<file path="src/rtl/dac_seq_pkg.sv">
// Shared types and elaboration-time helpers for the DAC link sequencer.
// Assumes every timing value is a non-negative integer in nanoseconds.
package dac_seq_pkg;

    // Sequencer phases; serial phases LO/HI/HOLD repeat once per bit.
    typedef enum logic [3:0] {
        ST_IDLE,
        ST_LO,
        ST_HI,
        ST_HOLD,
        ST_TAIL,
        ST_LDLOW,
        ST_REC,
        ST_UPD,
        ST_DONE
    } seq_state_e;

    // Command word as it is shifted out, most significant field first.
    typedef struct packed {
        logic [1:0] chan;
        logic       range_x2;
        logic [7:0] code;
    } dac_cmd_t;

    localparam int CMD_BITS = $bits(dac_cmd_t);

    // Cycles needed to cover ns nanoseconds, never fewer than one.
    function automatic int cycles_min1(int ns, int period_ns);
        int c;
        c = (ns + period_ns - 1) / period_ns;
        return (c < 1) ? 1 : c;
    endfunction

    // Larger of two integers.
    function automatic int max2(int a, int b);
        return (a > b) ? a : b;
    endfunction

endpackage

</file>
<file path="src/rtl/dac_seq_timer.sv">
// Phase timer: loads a cycle count and counts down to zero.
// Assumes the loader writes (cycles - 1), so a phase lasts 'cycles' clocks.
module dac_seq_timer #(
    parameter int CNT_W = 8
) (
    input  logic             clk,
    input  logic             rst_n,
    input  logic             load,
    input  logic [CNT_W-1:0] value,
    output logic             expired
);
    logic [CNT_W-1:0] cnt;

    // Down-counter that stops at zero and reloads on request.
    always_ff @(posedge clk) begin
        if (!rst_n)          cnt <= '0;
        else if (load)       cnt <= value;
        else if (cnt != '0)  cnt <= cnt - 1'b1;
    end

    assign expired = (cnt == '0);

    // a load always ends in a count of the loaded value
    // (the phase lengths that R4 bounds rely on this)
    timer_load_chk: assert property (@(posedge clk) disable iff (!rst_n)
        load |=> (cnt == $past(value)));

endmodule

</file>
<file path="src/rtl/dac_seq_shifter.sv">
// Frame shift register: holds the outgoing frame and presents its MSB.
// In wide mode the command sits right-aligned behind zero padding; in
// compact mode it is left-aligned so its first bit is out at once.
module dac_seq_shifter #(
    parameter int FRAME_W = 16,
    parameter int CMD_W   = 11
) (
    input  logic             clk,
    input  logic             rst_n,
    input  logic             load,
    input  logic             wide,
    input  logic [CMD_W-1:0] cmd,
    input  logic             shift,
    output logic             bit_out
);
    localparam int PAD_W = FRAME_W - CMD_W;

    logic [FRAME_W-1:0] sreg;
    logic [FRAME_W-1:0] wide_img;
    logic [FRAME_W-1:0] narrow_img;

    // Frame images for the two alignments; a zero pad width collapses both.
    generate
        if (PAD_W > 0) begin : g_pad
            assign wide_img   = {{PAD_W{1'b0}}, cmd};
            assign narrow_img = {cmd, {PAD_W{1'b0}}};
        end else begin : g_nopad
            assign wide_img   = cmd;
            assign narrow_img = cmd;
        end
    endgenerate

    // Load a new frame or move the next bit to the MSB position.
    always_ff @(posedge clk) begin
        if (!rst_n)     sreg <= '0;
        else if (load)  sreg <= wide ? wide_img : narrow_img;
        else if (shift) sreg <= {sreg[FRAME_W-2:0], 1'b0};
    end

    assign bit_out = sreg[FRAME_W-1];

    // a shift moves the next bit into the output position
    shift_step_chk: assert property (@(posedge clk) disable iff (!rst_n)
        (shift && !load) |=> (bit_out == $past(sreg[FRAME_W-2])));

endmodule

</file>
<file path="src/rtl/dac_seq_ctrl.sv">
// Control FSM for one request: serial bit phases, load pulse, recovery,
// or an update-only pulse for a commit. Assumes every *_CYC is at least 1.
module dac_seq_ctrl
    import dac_seq_pkg::*;
#(
    parameter int LO_CYC   = 1,
    parameter int HI_CYC   = 1,
    parameter int HOLD_CYC = 1,
    parameter int TAIL_CYC = 1,
    parameter int LD_CYC   = 1,
    parameter int UPD_CYC  = 1,
    parameter int REC_CYC  = 1,
    parameter int FRAME_W  = 16,
    parameter int CMD_W    = 11,
    parameter int CNT_W    = 8
) (
    input  logic             clk,
    input  logic             rst_n,
    input  logic             req_valid,
    input  logic             req_defer,
    input  logic             commit_valid,
    input  logic             wide,
    input  logic             tmr_expired,
    output logic             tmr_load,
    output logic [CNT_W-1:0] tmr_value,
    output logic             shf_load,
    output logic             shf_shift,
    output logic             busy,
    output logic             done,
    output logic             sclk,
    output logic             load_n,
    output logic             update_n,
    output logic             data_en
);
    localparam int BIT_W = $clog2(FRAME_W + 1);

    seq_state_e       state, state_d;
    logic             defer_q;
    logic [BIT_W-1:0] bits_left;
    logic             in_frame;

    // Next-phase selection and timer reload on every phase change.
    always_comb begin
        state_d   = state;
        tmr_load  = 1'b0;
        tmr_value = '0;
        shf_load  = 1'b0;
        shf_shift = 1'b0;
        unique case (state)
            ST_IDLE: begin
                if (req_valid) begin
                    state_d   = ST_LO;
                    tmr_load  = 1'b1;
                    tmr_value = CNT_W'(LO_CYC - 1);
                    shf_load  = 1'b1;
                end else if (commit_valid) begin
                    state_d   = ST_UPD;
                    tmr_load  = 1'b1;
                    tmr_value = CNT_W'(UPD_CYC - 1);
                end
            end
            ST_LO: if (tmr_expired) begin
                state_d   = ST_HI;
                tmr_load  = 1'b1;
                tmr_value = CNT_W'(HI_CYC - 1);
            end
            ST_HI: if (tmr_expired) begin
                tmr_load = 1'b1;
                if (bits_left == BIT_W'(1)) begin
                    state_d   = ST_TAIL;
                    tmr_value = CNT_W'(TAIL_CYC - 1);
                end else begin
                    state_d   = ST_HOLD;
                    tmr_value = CNT_W'(HOLD_CYC - 1);
                end
            end
            ST_HOLD: if (tmr_expired) begin
                state_d   = ST_LO;
                tmr_load  = 1'b1;
                tmr_value = CNT_W'(LO_CYC - 1);
                shf_shift = 1'b1;
            end
            ST_TAIL: if (tmr_expired) begin
                state_d   = ST_LDLOW;
                tmr_load  = 1'b1;
                tmr_value = CNT_W'(LD_CYC - 1);
            end
            ST_LDLOW: if (tmr_expired) begin
                state_d   = ST_REC;
                tmr_load  = 1'b1;
                tmr_value = CNT_W'(REC_CYC - 1);
            end
            ST_REC:  if (tmr_expired) state_d = ST_DONE;
            ST_UPD:  if (tmr_expired) state_d = ST_DONE;
            ST_DONE: state_d = ST_IDLE;
            default: state_d = ST_IDLE;
        endcase
    end

    // Phase register.
    always_ff @(posedge clk) begin
        if (!rst_n) state <= ST_IDLE;
        else        state <= state_d;
    end

    // Capture the update mode when a frame is accepted.
    always_ff @(posedge clk) begin
        if (!rst_n)                            defer_q <= 1'b0;
        else if (state == ST_IDLE && req_valid) defer_q <= req_defer;
    end

    // Remaining falling edges in the current frame.
    always_ff @(posedge clk) begin
        if (!rst_n)
            bits_left <= '0;
        else if (state == ST_IDLE && req_valid)
            bits_left <= wide ? BIT_W'(FRAME_W) : BIT_W'(CMD_W);
        else if (state == ST_HI && tmr_expired)
            bits_left <= bits_left - 1'b1;
    end

    // Pin and status decode from the phase.
    assign in_frame = (state == ST_LO) || (state == ST_HI) || (state == ST_HOLD)
                   || (state == ST_TAIL) || (state == ST_LDLOW);
    assign busy     = (state != ST_IDLE);
    assign done     = (state == ST_DONE);
    assign sclk     = (state == ST_HI);
    assign load_n   = (state != ST_LDLOW);
    assign data_en  = (state == ST_LO) || (state == ST_HI) || (state == ST_HOLD)
                   || (state == ST_TAIL);
    assign update_n = !((state == ST_UPD) || (in_frame && !defer_q));


    load_quiet_chk: assert property (@(posedge clk) disable iff (!rst_n)
        !load_n |-> !sclk);


    imm_update_chk: assert property (@(posedge clk) disable iff (!rst_n)
        ($fell(load_n) && !defer_q) |-> !update_n);


    defer_update_chk: assert property (@(posedge clk) disable iff (!rst_n)
        ($fell(load_n) && defer_q) |-> update_n);


    commit_quiet_chk: assert property (@(posedge clk) disable iff (!rst_n)
        (state == ST_UPD) |-> (load_n && !sclk && !data_en));


    done_pulse_chk: assert property (@(posedge clk) disable iff (!rst_n)
        done |=> (!done && !busy));


    busy_hold_chk: assert property (@(posedge clk) disable iff (!rst_n)
        (busy && !done) |=> busy);


    idle_lines_chk: assert property (@(posedge clk) disable iff (!rst_n)
        !busy |-> (!sclk && load_n && update_n));

endmodule

</file>
<file path="src/rtl/dac_link_sequencer.sv">
// Top of the DAC link sequencer. Converts nanosecond limits into rounded-up
// cycle counts and wires the control FSM, phase timer and frame shifter.
// Assumes the request fields are valid in the same cycle as req_valid.
module dac_link_sequencer
    import dac_seq_pkg::*;
#(
    parameter int CLK_PERIOD_NS      = 10,
    parameter int SCLK_MIN_PERIOD_NS = 1000,
    parameter int DATA_SETUP_NS      = 50,
    parameter int DATA_HOLD_NS       = 50,
    parameter int LOAD_LEAD_NS       = 50,
    parameter int LOAD_TAIL_NS       = 50,
    parameter int LOAD_PULSE_NS      = 250,
    parameter int UPDATE_PULSE_NS    = 250,
    parameter int FRAME_W            = 16
) (
    input  logic       clk,
    input  logic       rst_n,
    input  logic       cfg_wide,
    input  logic       req_valid,
    input  logic [1:0] req_chan,
    input  logic       req_range,
    input  logic [7:0] req_code,
    input  logic       req_defer,
    input  logic       commit_valid,
    output logic       busy,
    output logic       done,
    output logic       sclk,
    output logic       sdata,
    output logic       load_n,
    output logic       update_n
);
    localparam int HALF_NS  = (SCLK_MIN_PERIOD_NS + 1) / 2;
    localparam int HI_CYC   = cycles_min1(HALF_NS, CLK_PERIOD_NS);
    localparam int LO_CYC   = cycles_min1(DATA_SETUP_NS, CLK_PERIOD_NS);
    localparam int HOLD_CYC = max2(cycles_min1(DATA_HOLD_NS, CLK_PERIOD_NS), HI_CYC);
    localparam int TAIL_CYC = max2(cycles_min1(LOAD_TAIL_NS, CLK_PERIOD_NS),
                                   cycles_min1(DATA_HOLD_NS, CLK_PERIOD_NS));
    localparam int LD_CYC   = cycles_min1(LOAD_PULSE_NS, CLK_PERIOD_NS);
    localparam int UPD_CYC  = cycles_min1(UPDATE_PULSE_NS, CLK_PERIOD_NS);
    localparam int REC_CYC  = cycles_min1(LOAD_LEAD_NS, CLK_PERIOD_NS);
    localparam int MAX_CYC  = max2(max2(max2(HI_CYC, LO_CYC), max2(HOLD_CYC, TAIL_CYC)),
                                   max2(max2(LD_CYC, UPD_CYC), REC_CYC));
    localparam int CNT_W    = $clog2(MAX_CYC + 1);

    dac_cmd_t         cmd;
    logic             tmr_load, tmr_expired, shf_load, shf_shift, data_en, bit_out;
    logic [CNT_W-1:0] tmr_value;

    assign cmd.chan     = req_chan;
    assign cmd.range_x2 = req_range;
    assign cmd.code     = req_code;

    dac_seq_ctrl #(
        .LO_CYC(LO_CYC), .HI_CYC(HI_CYC), .HOLD_CYC(HOLD_CYC), .TAIL_CYC(TAIL_CYC),
        .LD_CYC(LD_CYC), .UPD_CYC(UPD_CYC), .REC_CYC(REC_CYC),
        .FRAME_W(FRAME_W), .CMD_W(CMD_BITS), .CNT_W(CNT_W)
    ) u_ctrl (
        .clk(clk), .rst_n(rst_n), .req_valid(req_valid), .req_defer(req_defer),
        .commit_valid(commit_valid), .wide(cfg_wide), .tmr_expired(tmr_expired),
        .tmr_load(tmr_load), .tmr_value(tmr_value), .shf_load(shf_load),
        .shf_shift(shf_shift), .busy(busy), .done(done), .sclk(sclk),
        .load_n(load_n), .update_n(update_n), .data_en(data_en)
    );

    dac_seq_timer #(.CNT_W(CNT_W)) u_timer (
        .clk(clk), .rst_n(rst_n), .load(tmr_load), .value(tmr_value),
        .expired(tmr_expired)
    );

    dac_seq_shifter #(.FRAME_W(FRAME_W), .CMD_W(CMD_BITS)) u_shift (
        .clk(clk), .rst_n(rst_n), .load(shf_load), .wide(cfg_wide), .cmd(cmd),
        .shift(shf_shift), .bit_out(bit_out)
    );

    // Data is driven only inside a frame and rests at 0 otherwise.
    assign sdata = data_en & bit_out;


    data_fall_stable_chk: assert property (@(posedge clk) disable iff (!rst_n)
        $fell(sclk) |-> $stable(sdata));

endmodule

</file>
<file path="config.mk">
export PLATFORM = sky130hd
export DESIGN_NAME = dac_link_sequencer
export DESIGN_NICKNAME = d
export VERILOG_FILES = /design/src/rtl/dac_seq_pkg.sv /design/src/rtl/dac_seq_timer.sv /design/src/rtl/dac_seq_shifter.sv /design/src/rtl/dac_seq_ctrl.sv /design/src/rtl/dac_link_sequencer.sv
export SDC_FILE = /design/constraint.sdc
export NUM_CORES = 1
export LEC_CHECK = 0
export BUFFER_PORTS_ARGS = -buffer_cell sky130_fd_sc_hd__buf_4
export CORE_ASPECT_RATIO = 0.6
export CORE_UTILIZATION = 60
export CTS_CLUSTER_SIZE = 10
export DETAILED_ROUTE_END_ITERATION = 7
export GPL_TIMING_DRIVEN = 0
export PLACE_DENSITY = 0.82
export SLEW_MARGIN = 20
export SYNTH_ARGS = -nofsm -noshare
export SYNTH_HDL_FRONTEND = slang
export SYNTH_HIERARCHICAL = 1
export SYNTH_SLANG_ARGS = --single-unit
export TNS_END_PERCENT = 1
</file>
<file path="constraint.sdc">
create_clock -name clk -period 7 [get_ports clk]
set_clock_uncertainty 0.1 [all_clocks]
set_input_delay 1.75 -clock clk [delete_from_list [all_inputs] [get_ports clk]]
set_output_delay 1.75 -clock clk [all_outputs]
set_load 0.01 [all_outputs]
</file>
==> summary.txt, run 1 <==
Run status = completed
Slowest-stage cell, CP = dfxtp_1
Ys flop type = dfxtp_1
Crit path capture = sdata
Post-synth top area cell = dfxtp_1
Synth Area per Inst = 8.69 um^2
Initial Util = 0.664
Achievable Freq = 271 MHz
FF+latch count, synth = 32
Sw Pwr = 0.408 mW
Setup violators final = 0
Delay-heaviest family, CP = simple AND/OR/NAND/NOR gates
Worst-margin pin slew = 525 ps
Max Cap Violations = 0
CP startpoint = u_ctrl/state[0]
Synth top area cells = dfxtp_1 32%, mux2i_1 11%, and2_1 3.4%
Die extent in x = 76.7 um
Async S/R FF share, synth = 0
Worst R2R Start = u_timer/cnt[0]
First-pass GRT wire length = 7560 um
Switch share = 0.438
Sequential fraction of the synthesis area = 0.319
Flop pwr share = 0.300
Initial DRC Count = 80
Core Util, Final = 0.759
Commonest cells in the netlist = 32 x dfxtp_1, 23 x mux2i_1, 12 x nand3_1
Worst Setup Start Kind = register
Number of global-route vias before repair = 1551
Clk Latency, worst-skew pair = 280 ps
WP data required = 5150 ps
Die ar. = 3590 um^2
Reg2reg end = u_shift/sreg[11]
Routability cong. = 0.926
Fin nets = 280
Max Fanout on Critical Path = 10
Syn Nets = 252
WL/cell = 15.8 um
Total of warnings raised by yosys = 6
Final min period = 3690 ps
Relative max-transition margin = 0.645
Top-count cell post-synth = dfxtp_1
Gr ovfl total = 0
Drt drc = 0
Worst-path clk slew = 60 ps
EDFF count, synth = 0
Row Count = 15
Max clock buf depth = 2
Register-to-Register Path Depth = 11
Total Routing Usage GR = 0.284
Cell area after synthesis = 2010 um^2
VDD IR max = 0.332 mV
Combinational Power Share = 0.561
Pint = 0.525 mW
Setup CP Type = reg2out
Slew Limit Fails = 0
Hold_buf cts = 0
Clock sink count = 32
Initial antenna violation count = 0
Top-Level Pins = 23
CP cell instances = clkbuf_1 > nor2_1 > nor2_1 > nor3_1 > and2_1 > buf_4
DRT Wirelength = 4760 um
RSZ-0062 raised after global routing = false
R2r setup slk = 4170 ps
Post-synth cell types = 53
Critical Path AT = 1840 ps
Most used cell, CP = nor2_1
H-Tree Level Count = 2
Chip height = 46.8 um
Post-synth top area share = 0.319
Total design power = 0.933 mW
TritonCTS clock tree = yes
Hold Crit Class = reg2reg
Clock power share = 0.139
PostCTS Resize Cnt = 0
Static leakage = 0.890 nW
Crit. path cell count = 6
Worst Setup End Kind = primary output
Setup TNS = 0 ps
Final Hold Fails = 0
Fin crit share = 0.528
Worst Path Buf+Inv = 2
Hold_ws = 391 ps
Largest stage delay, worst path = 480 ps
Layout cells sized above 1 = 0.185
Area growth syn-to-layout = 14.3%
Pre-Repair DR Iteration Count = 5
Detailed placement HPWL = 3630 um
Vias per inst = 6.07
Post-CTS setup buffer count = 0
Root cell of the clock tree = clkbuf_8
PwrDens = 407 nW/um^2
Final ANT Viol Nets = 0
Via count = 1828
Syn Inst Count = 231
Pin count of the biggest net entering global routing = 11
Core area = 3020 um^2
Ant diodes = 0
I/O Buffers = 21
Num CTS Buffers = 5
layout by cell type (no fill, tap or decap), drive strengths merged, types with 2 or more instances in the layout:
cell type / count
nand2: 10
o21ba: 2
inv: 10
nor2: 11
o311ai: 2
nor3b: 3
a21boi: 3
a31oi: 2
or4: 2
o32ai: 2
nor2b: 4
nor3: 8
dfxtp: 32
o22ai: 10
or3: 3
nand3b: 6
xnor2: 2
clkbuf: 10
mux2i: 23
buf: 33
and3: 2
nand3: 12
a21oi: 7
o211ai: 3
o21ai: 14
ha: 4
nand2b: 5
xor2: 2
a22oi: 4
and2: 11
o31ai: 3
layout make-up:
| class | count | area, um^2 |
|---|---|---|
| sequential | 32 | 641 |
| inverter | 10 | 37.5 |
| fill | 242 | 727 |
| tap | 42 | 52.6 |
| multi-input combinational | 173 | 1220 |
| clock buffer | 6 | 72.6 |
| clock inverter | 1 | 5.00 |
| buffer | 16 | 113 |
| timing repair buffer | 21 | 158 |
stage by stage:
stage	std cells	area, um^2	setup slack [ps]
after floorplan	231	2010	3980
after global placement	294	2220	3680
after detailed placement	294	2220	3650
after CTS	301	2290	3350
after global routing	301	2290	3140
final	301	2290	3310
power groups by stage:
| stage | Clock [mW] | Sequential [mW] | Combinational [mW] |
|---|---|---|---|
| 3_5_place_dp | 0 | 0.281 | 0.511 |
| 5_1_grt | 0.140 | 0.285 | 0.581 |
| 6_report | 0.130 | 0.280 | 0.524 |
| 3_3_place_gp | 0 | 0.278 | 0.497 |
| 4_1_cts | 0.133 | 0.277 | 0.516 |
| 2_1_floorplan | 0 | 0.268 | 0.395 |
tightest hold or removal path: cells and delay by family, from the launching register on:
family	cells	cell delay [ps]
and+or+nand+nor	1	70
DFF	1	320
AOI/OAI and AO/OA	1	50
logic make-up after synthesis:
| group | Yosys count | share of synthesized area |
|---|---|---|
| compound gates | 60 | 0.209 |
| xor+xnor | 4 | 0.0175 |
| fa+ha+maj | 4 | 0.0249 |
| buf+inv | 26 | 0.0748 |
| flops | 32 | 0.319 |
| mux | 23 | 0.115 |
| other cells | 1 | 0.00187 |
| simple gates | 81 | 0.238 |
sequential cells by signal, summed over array words and instances, names as in the netlist:
register,flops
u_ctrl/bits_left,5
u_ctrl/defer_q,1
u_ctrl/state,4
u_shift/sreg,16
u_timer/cnt,6
per-layer routing:
layer  vias up  GRT usage  share of wire
met5         -          0              0
li1        903          -              -
met3         7     0.0621          0.055
met1       871      0.431           0.54
met4         0     0.0846         0.0099
met2        47      0.402           0.39
worst min path at each step:
stage	depth (start not counted)	start	slack, ps	endpoint
after floorplan	2	u_timer/cnt[5]	350	u_timer/cnt[5]
after global placement	2	u_timer/cnt[5]	360	u_timer/cnt[5]
after detailed placement	2	u_timer/cnt[5]	380	u_timer/cnt[5]
after CTS	2	u_timer/cnt[5]	390	u_timer/cnt[5]
after global routing	2	u_timer/cnt[5]	410	u_timer/cnt[5]
final	2	u_ctrl/bits_left[1]	390	u_ctrl/bits_left[1]
Power figures use the tool's default switching activity.
==> run 2: changes to the inputs <==
--- a/config.mk
+++ b/config.mk
@@ -7,11 +7,11 @@
 export LEC_CHECK = 0
 export BUFFER_PORTS_ARGS = -buffer_cell sky130_fd_sc_hd__buf_4
 export CORE_ASPECT_RATIO = 0.6
-export CORE_UTILIZATION = 60
+export CORE_UTILIZATION = 52
 export CTS_CLUSTER_SIZE = 10
 export DETAILED_ROUTE_END_ITERATION = 7
 export GPL_TIMING_DRIVEN = 0
-export PLACE_DENSITY = 0.82
+export PLACE_DENSITY = 0.75
 export SLEW_MARGIN = 20
 export SYNTH_ARGS = -nofsm -noshare
 export SYNTH_HDL_FRONTEND = slang
==> constraint.sdc (replaced) <==
create_clock -name clk -period 3.35 [get_ports clk]
set_clock_uncertainty 0.1 [all_clocks]
set_input_delay 0.8375 -clock clk [delete_from_list [all_inputs] [get_ports clk]]
set_output_delay 0.8375 -clock clk [all_outputs]
set_load 0.01 [all_outputs]
==> summary.txt, run 2 (synthesis gave the netlist of run 1 again) <==
WP data required = 3430 ps
Initial DRC Count = 105
Hold_ws = 373 ps
Setup CP Type = reg2reg
Biggest regs = u_shift/sreg (16), u_timer/cnt (6), u_ctrl/bits_left (5)
Gr ovfl total = 0
WL met1 = 2390 um
Final Hold Fails = 0
Hold_buf cts = 0
Most common cell after layout, fill and taps aside = dfxtp_1
Routability cong. = 0.846
Root cell of the clock tree = clkbuf_8
TritonCTS clock tree = yes
Num CTS Buffers = 5
Fill cell total of the finished layout = 321
Static leakage = 0.914 nW
Worst-path clk slew = 70 ps
Fin crit share = 0.832
Max Cap Violations = 0
Row Count = 17
Most frequent cells in the layout = 32 x dfxtp_1, 25 x buf_4, 23 x mux2i_1, 12 x nand3_1
Setup TNS = 0 ps
Worst Setup End Kind = register
Pin count of the biggest net entering global routing = 11
Clk Latency, worst-skew pair = 280 ps
Largest register by flop count = u_shift/sreg
H-Tree Level Count = 2
DRT Wirelength = 4580 um
Clock sink count = 32
Hold Crit Class = reg2reg
Initial antenna violation count = 0
Area of the multi-input gates = 1220 um^2
Detailed placement HPWL = 3380 um
Pre-Repair DR Iteration Count = 4
Final min period = 2790 ps
Slew Limit Fails = 0
Fin nets = 280
Drt drc = 0
Largest stage delay, worst path = 420 ps
Vias per inst = 5.88
Met2 wire length = 1940 um
CP cell instances = or3_1 > buf_2 > nor2_1 > nand2b_1 > nor3_1 > buf_6 > buf_12 > mux2i_1 > o21ai_1 > and2_1
Final ANT Viol Nets = 0
Hold Crit Depth = 2
Chip height = 50.1 um
Die ar. = 4120 um^2
RSZ-0062 raised after global routing = false
Max Used Layer = met4
Via count = 1805
Max reg flops = 16
First-pass GRT wire length = 7350 um
Run status = completed
Post-CTS setup buffer count = 0
Number of global-route vias before repair = 1531
Slowest-stage cell, CP = nor2_1
Initial Util = 0.545
Area growth syn-to-layout = 17.1%
Top-Level Pins = 23
Ant diodes = 0
Final Cell Area = 2350 um^2
Relative max-transition margin = 0.594
Sequential Area = 641 um^2
I/O Buffers = 21
Worst Setup Start Kind = register
Max clock buf depth = 2
Layout cells sized above 1 = 0.192
Register-to-Register Path Depth = 10
Area after DPL = 2220 um^2
VDD IR max = 0.491 mV
Critical Path AT = 2870 ps
PostCTS Resize Cnt = 0
Core area = 3680 um^2
PwrDens = 877 nW/um^2
Total Routing Usage GR = 0.243
Die extent in x = 82.2 um
WL/cell = 14.9 um
Achievable Freq = 359 MHz
Worst-margin pin slew = 609 ps
Metal3 WL = 233 um
Setup violators final = 0
Max Fanout on Critical Path = 10
[run 2: cell count changes in the layout (fill, tap and decap cells not counted), sizes merged]
cell / delta
bufinv: +1
clkbuf: +1
clkinv: -1
[run 2: cell type report]
class / instances / area share
flip-flops and latches: 32 / 0.273
plain buffers: 16 / 0.0479
inverters: 10 / 0.0160
clock buffers: 7 / 0.0410
repair buffers: 21 / 0.0671
clock inverters: 1 / 0.0128
multi-input cells: 173 / 0.518
well taps: 47 / 0.0250
[run 2: path summary, 6_finish.rpt]
check	end	slack (ps)	start
max	u_shift/sreg[4]	560	u_timer/cnt[2]
min	u_timer/cnt[5]	370	u_timer/cnt[5]
max reg2reg	u_shift/sreg[4]	560	u_timer/cnt[2]
min reg2reg	u_timer/cnt[5]	370	u_timer/cnt[5]
[run 2: routing by layer]
metal / up-vias / track usage
met3: 2 / 0.0630
met5: - / 0
li1: 905 / -
met4: 0 / 0.0614
met2: 47 / 0.314
met1: 851 / 0.385
[run 2: worst max-delay path: cells and delay by family (launching register included)]
kind	cells	cell delay [ps]
and+or+nand+nor	5	1470
buffers and inverters	3	520
DFF	1	340
muxes	1	180
AOI/OAI and AO/OA	1	60
[run 2: power by group]
group	internal (mW)	leakage [nW]	switching (mW)	total (mW)
logic	0.471	0.587	0.603	1.07
registers	0.481	0.262	0.0983	0.580
clock network	0.262	0.0645	0.146	0.408
[run 2: metrics by stage]
| step | std cells | util | total power, mW | setup WS [ps] |
|---|---|---|---|---|
| 2_1_floorplan | 231 | - | 1.39 | 978 |
| 3_3_place_gp | 299 | 0.604 | 1.62 | 629 |
| 3_5_place_dp | 299 | 0.604 | 1.64 | 606 |
| 4_1_cts | 307 | 0.639 | 2.05 | 582 |
| 5_1_grt | 307 | 0.639 | 2.21 | 416 |
| 6_report | 307 | 0.639 | 2.06 | 563 |
==> run 3: changes to the inputs <==
--- a/config.mk
+++ b/config.mk
@@ -5,6 +5,7 @@
 export SDC_FILE = /design/constraint.sdc
 export NUM_CORES = 1
 export LEC_CHECK = 0
+export ABC_AREA = 1
 export BUFFER_PORTS_ARGS = -buffer_cell sky130_fd_sc_hd__buf_4
 export CORE_ASPECT_RATIO = 0.6
 export CORE_UTILIZATION = 52
==> constraint.sdc (replaced) <==
create_clock -name clk -period 2.26 [get_ports clk]
set_clock_uncertainty 0.1 [all_clocks]
set_input_delay 0.565 -clock clk [delete_from_list [all_inputs] [get_ports clk]]
set_output_delay 0.565 -clock clk [all_outputs]
set_load 0.01 [all_outputs]
==> summary.txt, run 3 <==
Reg2reg end = u_shift/sreg[11]
Max reg flops = 16
Switch share = 0.442
Slowest-stage cell, CP = dfxtp_1
Flop pwr share = 0.293
Achievable Freq = 465 MHz
Root cell of the clock tree = clkbuf_8
Setup CP Type = reg2out
Chip height = 49.8 um
Final min period = 2150 ps
Async S/R FF share, synth = 0
Syn Nets = 319
Core area = 3440 um^2
Total of warnings raised by yosys = 6
WP data required = 1590 ps
Die extent in x = 81.6 um
Clock sink count = 32
Worst-path clk slew = 70 ps
Num CTS Buffers = 5
Most used cell, CP = inv_1
Initial Util = 0.574
Post-synth cell types = 36
Final Hold Fails = 0
RSZ-0062 raised after global routing = true
DRT Wirelength = 4730 um
Routability cong. = 0.932
Fin crit share = 0.952
Slew Limit Fails = 0
Area growth syn-to-layout = 16.6%
EDFF count, synth = 0
Gr ovfl total = 0
Initial antenna violation count = 0
Max Cap Violations = 0
Hold Crit Depth = 2
Cell area after synthesis = 1980 um^2
Clock power share = 0.173
Layout cells sized above 1 = 0.192
Hold_ws = 368 ps
FF+latch count, synth = 32
Combinational Power Share = 0.534
Largest stage delay, worst path = 390 ps
Number of global-route vias before repair = 1647
Setup violators final = 0
Pin count of the biggest net entering global routing = 14
Sw Pwr = 1.37 mW
Worst Setup End Kind = primary output
Delay-heaviest family, CP = flip-flops
Synth Area per Inst = 6.64 um^2
Worst Setup Start Kind = register
Final ANT Viol Nets = 0
First-pass GRT wire length = 7870 um
Top-Level Pins = 23
Ant diodes = 0
Die ar. = 4060 um^2
Row Count = 16
Via count = 1960
PwrDens = 1340 nW/um^2
Pre-Repair DR Iteration Count = 5
Hold Startpoint = u_ctrl/defer_q
CP cell instances = inv_1 > nor2_4 > inv_1 > o21ai_1 > nand2_1 > inv_1 > buf_4
Register-to-Register Path Depth = 10
Most common cell after layout, fill and taps aside = nand2_1
Max Fanout on Critical Path = 5
I/O Buffers = 22
Detailed placement HPWL = 3570 um
Post-synth top area share = 0.324
VDD IR max = 0.701 mV
Hold Crit Class = reg2reg
R2r setup slk = 220 ps
Run status = completed
Commonest cells in the netlist = 61 x nand2_1, 38 x nand3_1, 33 x inv_1
Worst R2R Start = u_timer/cnt[0]
Vias per inst = 5.25
Initial DRC Count = 134
Endpoint, Worst Hold = u_ctrl/defer_q
Post-synth top area cell = dfxtp_1
Ys flop type = dfxtp_1
Total design power = 3.10 mW
Fin nets = 348
Synth top area cells = dfxtp_1 32%, nand2_1 12%, nand3_1 9.6%
Setup TNS = 0 ps
Top-count cell post-synth = nand2_1
Syn Inst Count = 298
Critical Path AT = 1490 ps
H-Tree Level Count = 2
Sequential fraction of the synthesis area = 0.324
Largest register by flop count = u_shift/sreg
WL/cell = 12.7 um
Static leakage = 1.09 nW
Drt drc = 0
Worst Path Buf+Inv = 4
TritonCTS clock tree = yes
Max clock buf depth = 2
Total Routing Usage GR = 0.261
Clk Latency, worst-skew pair = 280 ps
Biggest regs = u_shift/sreg (16), u_timer/cnt (6), u_ctrl/bits_left (5)
Pint = 1.73 mW
Core Util, Final = 0.670
Most frequent cells in the layout = 61 x nand2_1, 38 x nand3_1, 32 x inv_1, 32 x dfxtp_1, 26 x nor2_1
Fill cell total of the finished layout = 316
-- run 3: cell count changes after synthesis, moves of 7 or more --
| cell | change |
|---|---|
| nand2_1 | +52 |
| nand3_1 | +26 |
| inv_1 | +23 |
| o21ai_1 | +8 |
| and2_1 | -10 |
| nand2_2 | +7 |
| o22ai_1 | -9 |
| mux2i_1 | -23 |
| nor2_1 | +15 |
| nor3_1 | -7 |
| a21oi_1 | +17 |
| o21ai_0 | +7 |
-- run 3: cell families after synthesis --
family                     after synthesis  share of synthesized area
buffers and inverters                   50                      0.113
and+or+nand+nor                        149                      0.366
other                                    1                    0.00190
xor gates and xnor gates                 1                    0.00443
DFF                                     32                      0.324
adders and majority gates                4                     0.0253
AOI/OAI and AO/OA                       61                      0.166
-- run 3: stage by stage --
stage / instances / worst slack [ps] / area [um^2]
3_3_place_gp: 365 / 211 / 2200
6_report: 373 / 108 / 2310
2_1_floorplan: 298 / 542 / 1980
3_5_place_dp: 365 / 194 / 2200
4_1_cts: 373 / 2.39 / 2310
5_1_grt: 373 / -5.03 / 2310
-- run 3: layout make-up --
class | instances | area (um^2) | area share
well taps | 45 | 56.3 | 0.0244
inverters | 41 | 156 | 0.0678
clock inverters | 2 | 35.0 | 0.0152
repair buffers | 22 | 165 | 0.0716
clock buffers | 6 | 72.6 | 0.0315
plain buffers | 9 | 67.6 | 0.0293
multi-input cells | 216 | 1110 | 0.483
flip-flops and latches | 32 | 641 | 0.278
-- run 3: how the worst max path moves through the flow --
| stage | from | to | depth (start not counted) |
|---|---|---|---|
| 3_5_place_dp | u_timer/cnt[0] | u_shift/sreg[3] | 10 |
| 6_report | u_ctrl/state[2] | sdata | 7 |
| 3_3_place_gp | u_timer/cnt[0] | u_shift/sreg[3] | 10 |
| 5_1_grt | u_ctrl/state[0] | update_n | 7 |
| 2_1_floorplan | u_timer/cnt[0] | u_shift/sreg[13] | 10 |
| 4_1_cts | u_ctrl/state[2] | sdata | 7 |
-- run 3: worst reg2reg max path: stages, from the launching register on --
cell      delay [ps]
dfxtp_1          330
inv_1            120
ha_1             230
nand3_1          150
inv_2            140
inv_1            100
nor2_1           140
inv_2            100
clkbuf_2         200
o21ai_0          220
a21oi_1           90
-- run 3: per-layer routing --
layer / routed length, um / part of all wire / vias up / track usage
met1: 2530 / 0.54 / 858 / 0.421
li1: - / - / 1025 / -
met3: 373 / 0.079 / 2 / 0.0611
met4: 14 / 0.0030 / 0 / 0.0526
met2: 1800 / 0.38 / 75 / 0.339
met5: 0 / 0 / - / 0
-- run 3: repair_timing --
action | in CTS | in global routing
gates resized for setup | 0 | 2
endpoints found under the setup margin | 0 | 3
setup buffers | 0 | 0
hold buffers | 0 | 0
-- run 3: power groups by stage --
| stage | clock (mW) | combinational, mW | sequential (mW) |
|---|---|---|---|
| floorplan | 0 | 1.28 | 0.882 |
| global placement | 0 | 1.60 | 0.912 |
| detailed placement | 0 | 1.62 | 0.913 |
| CTS | 0.555 | 1.63 | 0.904 |
| global route | 0.576 | 1.88 | 0.933 |
| finish | 0.537 | 1.65 | 0.909 |
